==> src/rtl/tmr16_pkg.sv <==
package tmr16_pkg;

    localparam int CNT_W = 16;
    localparam int BYTE_W = 8;
    localparam int ADDR_W = 4;
    localparam int SEL_W = 3;
    localparam int N_CAP = 3;
    localparam int N_EV = 2;
    localparam int N_SYNC = N_EV + N_CAP;

    typedef enum logic [1:0] {
        MODE_TIMER   = 2'd0,
        MODE_CAPTURE = 2'd1,
        MODE_PWM     = 2'd2,
        MODE_HALT    = 2'd3
    } tmr_mode_e;

    localparam logic [ADDR_W-1:0] A_CTRL  = 4'd0;
    localparam logic [ADDR_W-1:0] A_SEL   = 4'd1;
    localparam logic [ADDR_W-1:0] A_CMP_L = 4'd2;
    localparam logic [ADDR_W-1:0] A_CMP_H = 4'd3;
    localparam logic [ADDR_W-1:0] A_PER_L = 4'd4;
    localparam logic [ADDR_W-1:0] A_PER_H = 4'd5;
    localparam logic [ADDR_W-1:0] A_DTY_L = 4'd6;
    localparam logic [ADDR_W-1:0] A_DTY_H = 4'd7;
    localparam logic [ADDR_W-1:0] A_CNT_L = 4'd8;
    localparam logic [ADDR_W-1:0] A_CNT_H = 4'd9;
    localparam logic [ADDR_W-1:0] A_CAP_L = 4'd10;
    localparam logic [ADDR_W-1:0] A_CAP_H = 4'd11;
    localparam logic [ADDR_W-1:0] A_FLAG  = 4'd12;

    typedef struct packed {
        tmr_mode_e          mode;
        logic               run;
        logic               ext_en;
        logic [SEL_W-1:0]   div_sel;
        logic [SEL_W-1:0]   in_sel;
        logic [CNT_W-1:0]   cmp;
        logic [CNT_W-1:0]   per_buf;
        logic [CNT_W-1:0]   duty_buf;
        logic [CNT_W-1:0]   per;
        logic [CNT_W-1:0]   duty;
        logic [CNT_W-1:0]   cnt;
        logic [CNT_W-1:0]   cap;
        logic [BYTE_W-1:0]  hi_latch;
        logic [2:0]         flags;
        logic               tog;
    } tmr_state_t;

endpackage

==> src/rtl/tmr16_prescaler.sv <==
module tmr16_prescaler #(
    parameter int PRE_W = 11,
    parameter int SEL_W = 3
) (
    input  logic             clk,
    input  logic             rst_n,
    input  logic [SEL_W-1:0] sel,
    output logic             tick
);
    localparam int N_TAPS = 1 << SEL_W;

    function automatic int tap_shift(input int k);
        case (k)
            0:       return 0;
            1:       return 2;
            2:       return 3;
            3:       return 4;
            4:       return 6;
            5:       return 8;
            6:       return 10;
            default: return 11;
        endcase
    endfunction

    logic [PRE_W-1:0]  pcnt_d, pcnt_q;
    logic [N_TAPS-1:0] tap_hit;

    for (genvar g = 0; g < N_TAPS; g++) begin : g_tap
        localparam int SH = (tap_shift(g) > PRE_W) ? PRE_W : tap_shift(g);
        localparam logic [PRE_W-1:0] MASK = PRE_W'((64'd1 << SH) - 64'd1);
        assign tap_hit[g] = ((pcnt_q & MASK) == MASK);
    end

    always_comb begin
        pcnt_d = pcnt_q + 1'b1;
    end

    always_ff @(posedge clk or negedge rst_n) begin
        if (!rst_n) pcnt_q <= '0;
        else        pcnt_q <= pcnt_d;
    end

    assign tick = tap_hit[sel];


    div1_tick_chk: assert property (@(posedge clk) disable iff (!rst_n)
        (sel == '0) |-> tick);

endmodule

==> src/rtl/tmr16_edge_sync.sv <==
module tmr16_edge_sync #(
    parameter int N = 5
) (
    input  logic         clk,
    input  logic         rst_n,
    input  logic [N-1:0] din,
    output logic [N-1:0] rise
);
    logic [N-1:0] s1_d, s1_q, s2_d, s2_q, s3_d, s3_q;

    always_comb begin
        s1_d = din;
        s2_d = s1_q;
        s3_d = s2_q;
    end

    always_ff @(posedge clk or negedge rst_n) begin
        if (!rst_n) begin
            s1_q <= '0;
            s2_q <= '0;
            s3_q <= '0;
        end else begin
            s1_q <= s1_d;
            s2_q <= s2_d;
            s3_q <= s3_d;
        end
    end

    assign rise = s2_q & ~s3_q;


    single_pulse_chk: assert property (@(posedge clk) disable iff (!rst_n)
        (|rise) |=> ((rise & $past(rise)) == '0));

endmodule

==> src/rtl/tmr16_multimode.sv <==
module tmr16_multimode
    import tmr16_pkg::*;
#(
    parameter int PRE_W = 11
) (
    input  logic              clk,
    input  logic              rst_n,
    input  logic              bus_we,
    input  logic              bus_re,
    input  logic [ADDR_W-1:0] bus_addr,
    input  logic [BYTE_W-1:0] bus_wdata,
    output logic [BYTE_W-1:0] bus_rdata,
    input  logic              ev_a,
    input  logic              ev_b,
    input  logic [N_CAP-1:0]  cap_in,
    output logic              tmr_out,
    output logic              irq
);
    localparam logic [CNT_W-1:0] CNT_MAX = {CNT_W{1'b1}};

    tmr_state_t       st_d, st_q;
    logic             pre_tick;
    logic [N_SYNC-1:0] rise;
    logic             ext_rise;
    logic             cap_hit;
    logic             count_tick;
    logic             clr_cnt;

    tmr16_prescaler #(.PRE_W(PRE_W), .SEL_W(SEL_W)) u_pre (
        .clk   (clk),
        .rst_n (rst_n),
        .sel   (st_q.div_sel),
        .tick  (pre_tick)
    );

    tmr16_edge_sync #(.N(N_SYNC)) u_sync (
        .clk   (clk),
        .rst_n (rst_n),
        .din   ({cap_in, ev_b, ev_a}),
        .rise  (rise)
    );

    always_comb begin
        ext_rise = st_q.in_sel[0] ? rise[1] : rise[0];
        case (st_q.in_sel[2:1])
            2'd0:    cap_hit = rise[N_EV];
            2'd1:    cap_hit = rise[N_EV+1];
            2'd2:    cap_hit = rise[N_EV+2];
            default: cap_hit = 1'b0;
        endcase
        count_tick = st_q.run & (st_q.ext_en ? ext_rise : pre_tick);
    end

    always_comb begin
        st_d    = st_q;
        clr_cnt = 1'b0;

        if (bus_we) begin
            case (bus_addr)
                A_CTRL: begin
                    st_d.mode   = tmr_mode_e'(bus_wdata[1:0]);
                    st_d.run    = bus_wdata[2];
                    st_d.ext_en = bus_wdata[3];
                    clr_cnt     = bus_wdata[7];
                end
                A_SEL: begin
                    st_d.div_sel = bus_wdata[2:0];
                    st_d.in_sel  = bus_wdata[5:3];
                end
                A_CMP_L: st_d.cmp[7:0]       = bus_wdata;
                A_CMP_H: st_d.cmp[15:8]      = bus_wdata;
                A_PER_L: st_d.per_buf[7:0]   = bus_wdata;
                A_PER_H: st_d.per_buf[15:8]  = bus_wdata;
                A_DTY_L: st_d.duty_buf[7:0]  = bus_wdata;
                A_DTY_H: st_d.duty_buf[15:8] = bus_wdata;
                A_FLAG:  st_d.flags = st_q.flags & ~bus_wdata[2:0];
                default: ;
            endcase
        end

        if (bus_re && bus_addr == A_CNT_L) begin
            st_d.hi_latch = st_q.cnt[15:8];
        end

        case (st_q.mode)
            MODE_TIMER: begin
                if (count_tick) begin
                    if (st_q.cnt == st_q.cmp) begin
                        st_d.cnt      = '0;
                        st_d.flags[0] = 1'b1;
                        st_d.tog      = ~st_q.tog;
                    end else begin
                        st_d.cnt = st_q.cnt + 1'b1;
                    end
                end
            end
            MODE_CAPTURE: begin
                if (count_tick) begin
                    st_d.cnt = st_q.cnt + 1'b1;
                    if (st_q.cnt == CNT_MAX) st_d.flags[2] = 1'b1;
                end
                if (cap_hit) begin
                    st_d.cap      = st_q.cnt;
                    st_d.flags[1] = 1'b1;
                end
            end
            MODE_PWM: begin
                if (count_tick) begin
                    if (st_q.cnt >= st_q.per) begin
                        st_d.cnt      = '0;
                        st_d.flags[0] = 1'b1;
                        st_d.per      = st_q.per_buf;
                        st_d.duty     = st_q.duty_buf;
                    end else begin
                        st_d.cnt = st_q.cnt + 1'b1;
                    end
                end
            end
            default: ;
        endcase

        if (!st_q.run || st_q.mode != MODE_PWM) begin
            st_d.per  = st_q.per_buf;
            st_d.duty = st_q.duty_buf;
        end

        if (clr_cnt) st_d.cnt = '0;
    end

    always_ff @(posedge clk or negedge rst_n) begin
        if (!rst_n) st_q <= '0;
        else        st_q <= st_d;
    end

    always_comb begin
        case (bus_addr)
            A_CTRL:  bus_rdata = {4'b0000, st_q.ext_en, st_q.run, st_q.mode};
            A_SEL:   bus_rdata = {2'b00, st_q.in_sel, st_q.div_sel};
            A_CMP_L: bus_rdata = st_q.cmp[7:0];
            A_CMP_H: bus_rdata = st_q.cmp[15:8];
            A_PER_L: bus_rdata = st_q.per_buf[7:0];
            A_PER_H: bus_rdata = st_q.per_buf[15:8];
            A_DTY_L: bus_rdata = st_q.duty_buf[7:0];
            A_DTY_H: bus_rdata = st_q.duty_buf[15:8];
            A_CNT_L: bus_rdata = st_q.cnt[7:0];
            A_CNT_H: bus_rdata = st_q.hi_latch;
            A_CAP_L: bus_rdata = st_q.cap[7:0];
            A_CAP_H: bus_rdata = st_q.cap[15:8];
            A_FLAG:  bus_rdata = {5'b00000, st_q.flags};
            default: bus_rdata = '0;
        endcase
    end

    always_comb begin
        case (st_q.mode)
            MODE_PWM:   tmr_out = (st_q.cnt < st_q.duty);
            MODE_TIMER: tmr_out = st_q.tog;
            default:    tmr_out = 1'b0;
        endcase
        irq = |st_q.flags;
    end


    stop_hold_chk: assert property (@(posedge clk) disable iff (!rst_n)
        (!st_q.run && !clr_cnt) |=> (st_q.cnt == $past(st_q.cnt)));


    match_wrap_chk: assert property (@(posedge clk) disable iff (!rst_n)
        (st_q.mode == MODE_TIMER && count_tick && st_q.cnt == st_q.cmp && !clr_cnt)
        |=> (st_q.cnt == '0 && st_q.flags[0]));


    ovf_flag_chk: assert property (@(posedge clk) disable iff (!rst_n)
        (st_q.mode == MODE_CAPTURE && count_tick && st_q.cnt == CNT_MAX) |=> st_q.flags[2]);


    cap_latch_chk: assert property (@(posedge clk) disable iff (!rst_n)
        (st_q.mode == MODE_CAPTURE && cap_hit)
        |=> (st_q.cap == $past(st_q.cnt) && st_q.flags[1]));


    pwm_buffer_chk: assert property (@(posedge clk) disable iff (!rst_n)
        (st_q.run && st_q.mode == MODE_PWM && !(count_tick && st_q.cnt >= st_q.per))
        |=> ($stable(st_q.duty) && $stable(st_q.per)));

endmodule

==> config.mk <==
export PLATFORM = sky130hd
export DESIGN_NAME = tmr16_multimode
export DESIGN_NICKNAME = d
export VERILOG_FILES = /design/src/rtl/tmr16_pkg.sv /design/src/rtl/tmr16_prescaler.sv /design/src/rtl/tmr16_edge_sync.sv /design/src/rtl/tmr16_multimode.sv
export SDC_FILE = /design/constraint.sdc
export NUM_CORES = 1
export LEC_CHECK = 0
export BUFFER_PORTS_ARGS = -buffer_cell sky130_fd_sc_hd__buf_4
export CORE_MARGIN = 10
export CORE_UTILIZATION = 66
export CTS_CLUSTER_SIZE = 40
export DETAILED_ROUTE_END_ITERATION = 7
export GPL_ROUTABILITY_DRIVEN = 0
export PLACE_DENSITY = 0.87
export SLEW_MARGIN = 20
export SYNTH_ARGS = -nofsm -noshare
export SYNTH_HDL_FRONTEND = slang
export SYNTH_SLANG_ARGS = --single-unit
==> constraint.sdc <==
create_clock -name clk -period 4.9 [get_ports clk]
set_clock_uncertainty 0.15 [all_clocks]
set_input_delay 0.245 -clock clk [delete_from_list [all_inputs] [get_ports clk]]
set_output_delay 0.245 -clock clk [all_outputs]
set_load 0.05 [all_outputs]
==> metrics.txt <==
outcome complete, but fails checks; violated checks design-rule violations; initial drt markers approximately 1000; number of buffers created by CTS 17; Total Routing Usage GR between 20% and 30%; Fmax achieved approximately 260 MHz; simple logic cell fraction of the synthesized area under 10%; Slew Limit Fails 0; final setup margin about 1.0 ns; largest cells by area after synthesis dfrtp_1 (49%), mux2_2 (12%), ha_1 (5.6%), mux2_1 (4.1%), nand2_1 (2.3%); multiplexer share of the synthesized area 18.9%; final WL 25700 µm; final hold viol count 0; TNS Setup 0 ns; Slew Limit Headroom between 30% and 40%; clock sinks between 150 and 200; pwr/cell area 482 nW/µm²; Final ANT Viol Nets 0; Initial Util between 60% and 70%; top cell type's share of synthesized area approximately half; crit-path max FO 16; Critical Path AT between 4 and 5 ns; Slowest-stage cell, CP nor3b_2; Max VDD drop a little under 0.3 mV; Cell variety after synth 58; clock slew at reported path FFs approximately 0.07 ns; Die X approximately 130 µm; Syn Nets 779; Post-Synth Adder-Cell Area under 10%; CP max stage delay roughly 0.9 ns; Post-synth EDFFs 0; drt first pass iters 8; max capacitance violation total 0; Post-Synthesis Cells 721; Async S/R FF share, synth between 90% and 100%; CP Class register to register; synthesized cell area ~8000 µm²; Vias/cell a little over 7; Crit path max-delay family compound AO/OA/AOI/OAI gates; most frequent cells in the layout dfrtp_1 (160), mux2_2 (91), nand2_1 (50), inv_1 (42), ha_1 (37); Leakage about 4.3 nW; Clk Latency, worst-skew pair 0.43 ns; Synth Flop Type dfrtp_1; initial antenna violation count 0; Pwr Total between 4 and 5 mW; critical path capture point type register; Placement Rows 40; htree depth 4; post-route cell area 9360 µm²; area leader, netlist dfrtp_1; Detail Placement HPWL 15400 µm; startpoint types register; Worst Tran Pin Value about 1 ns; Syn Area/Cell about 11 µm²; die area ~17000 µm²; wire length per cell between 20 and 30 µm; largest family of logic cells by synthesized area multiplexers; Synth Warn # 0; cells along the critical path inv_1 -> ha_1 -> nand2b_1 -> a21oi_1 -> o2111ai_1 -> a21boi_1 -> o311a_1 -> nor3b_2 -> mux2_2; fin crit share 78.7%; post-synthesis sequential area ratio about half; port bufs 30; antenna diode count 0; core footprint roughly 12000 µm²; die height roughly 130 µm; ratio of cells with drive above 1 in the final layout between 20 and 25%; pin count of the biggest net entering global routing 123; Req. time, crit path about 5 ns; post-synthesis xor/xnor area fraction 2.67%; Compound-Gate Fraction of Synth Area 11.0%; Yosys reg bits 160; Final nets ~810; vias in the first global route 6979; # setup viols final 0; GR Overflow Total 0; setup repair bufs after CTS 0; placed cell areas between 8000 and 9000 µm²; DRC Markers 1; IO Count 31; area delta synth->final 14.0%; CTS root buf clkbuf_16; Hold Crit Class input port to register; minimum clock period approximately 3.9 ns; most common cell after layout, fill and taps aside dfrtp_1; CP Buf/Inv Count 1; CTS tree built; vias post-DR approximately 6700; first-pass GRT wire length just under 40000 µm; Max clock buf depth 2; RSZ-0062 raised after global routing false; Place WS 1.42 ns
==> sequential cells by signal, summed over array words and instances (netlist names) <==
register      flops
st_q            134
u_pre.pcnt_q     11
u_sync.s1_q       5
u_sync.s2_q       5
u_sync.s3_q       5
==> synthesized netlist by cell type (6+ instances only) <==
master,number
a21o_1,17
a21oi_1,22
a22o_1,18
a22oi_1,6
a32oi_1,6
and3_1,9
clkbuf_1,28
dfrtp_1,160
ha_1,37
inv_1,42
mux2_1,30
mux2_2,91
mux2i_1,12
nand2_1,50
nand2b_1,6
nand3_1,18
nand4_1,10
nor2_1,35
nor2b_1,8
o211ai_1,6
o21ai_0,22
xnor2_1,21
==> final timing paths <==
check,from,slack (ns),endpoint,cells past startpoint
worst max-delay path,st_q[28]$_DFFE_PN0P_,1.04,st_q[28]$_DFFE_PN0P_,9
max in group asynchronous,rst_n,3.19,st_q[37]$_DFFE_PN0P_,3
worst max register to register,st_q[28]$_DFFE_PN0P_,1.04,st_q[28]$_DFFE_PN0P_,9
worst min register to register,u_sync.s1_q[0]$_DFF_PN0_,0.20,u_sync.s2_q[0]$_DFF_PN0_,0
min in group asynchronous,rst_n,0.36,u_sync.s1_q[3]$_DFF_PN0_,2
worst min-delay path,bus_wdata[1],0.04,st_q[2]$_DFF_PN0_,4
==> cell families (layout without fill, tap and decap cells) <==
group,count (synthesis),in the layout
fa+ha+maj,37,37
simple gates,159,159
mux,136,136
compound gates,128,128
flops,160,160
xor+xnor,25,25
buf+inv,76,122
==> power breakdown <==
group / total [mW] / switching (mW) / internal (mW)
clock: 1.50 / 0.582 / 0.916
sequential: 1.85 / 0.285 / 1.57
combinational: 1.17 / 0.669 / 0.497
==> layout make-up <==
type,count,area (µm²)
clock buffers,18,429
multi-input cells,485,3930
inverters,43,161
fillers,667,2750
well taps,168,210
flip-flops and latches,160,4000
repair buffers,47,402
clock inverters,14,229
==> timing repair <==
action	in CTS	in global routing
endpoints found under the setup margin	0	0
endpoints found under the hold margin	139	0
resized for setup	0	0
hold buffers	9	0
==> per-stage QoR <==
stage	hold WS [ns]	util, %	cells
global placement	0.182	70.9	893
CTS	0.0158	77.0	934
finish	0.0404	77.3	935
detailed placement	0.185	70.9	893
global route	0.0329	77.3	935
floorplan	-0.201	-	721
==> worst register-to-register path, stage by stage, from the launching register on <==
cell and delay [ns]:
dfrtp_1 0.54, inv_1 0.19, ha_1 0.34, nand2b_1 0.19
a21oi_1 0.23, o2111ai_1 0.22, a21boi_1 0.20, o311a_1 0.51
nor3b_2 0.93, mux2_2 0.31
==> metal layers <==
layer  GRT usage, %  part of all wire, %
met2           45.4                   46
met4           16.7                  6.7
met5              0                    0
met1           34.2                   35
met3           9.83                   12
(Power assumes the default switching activity.)
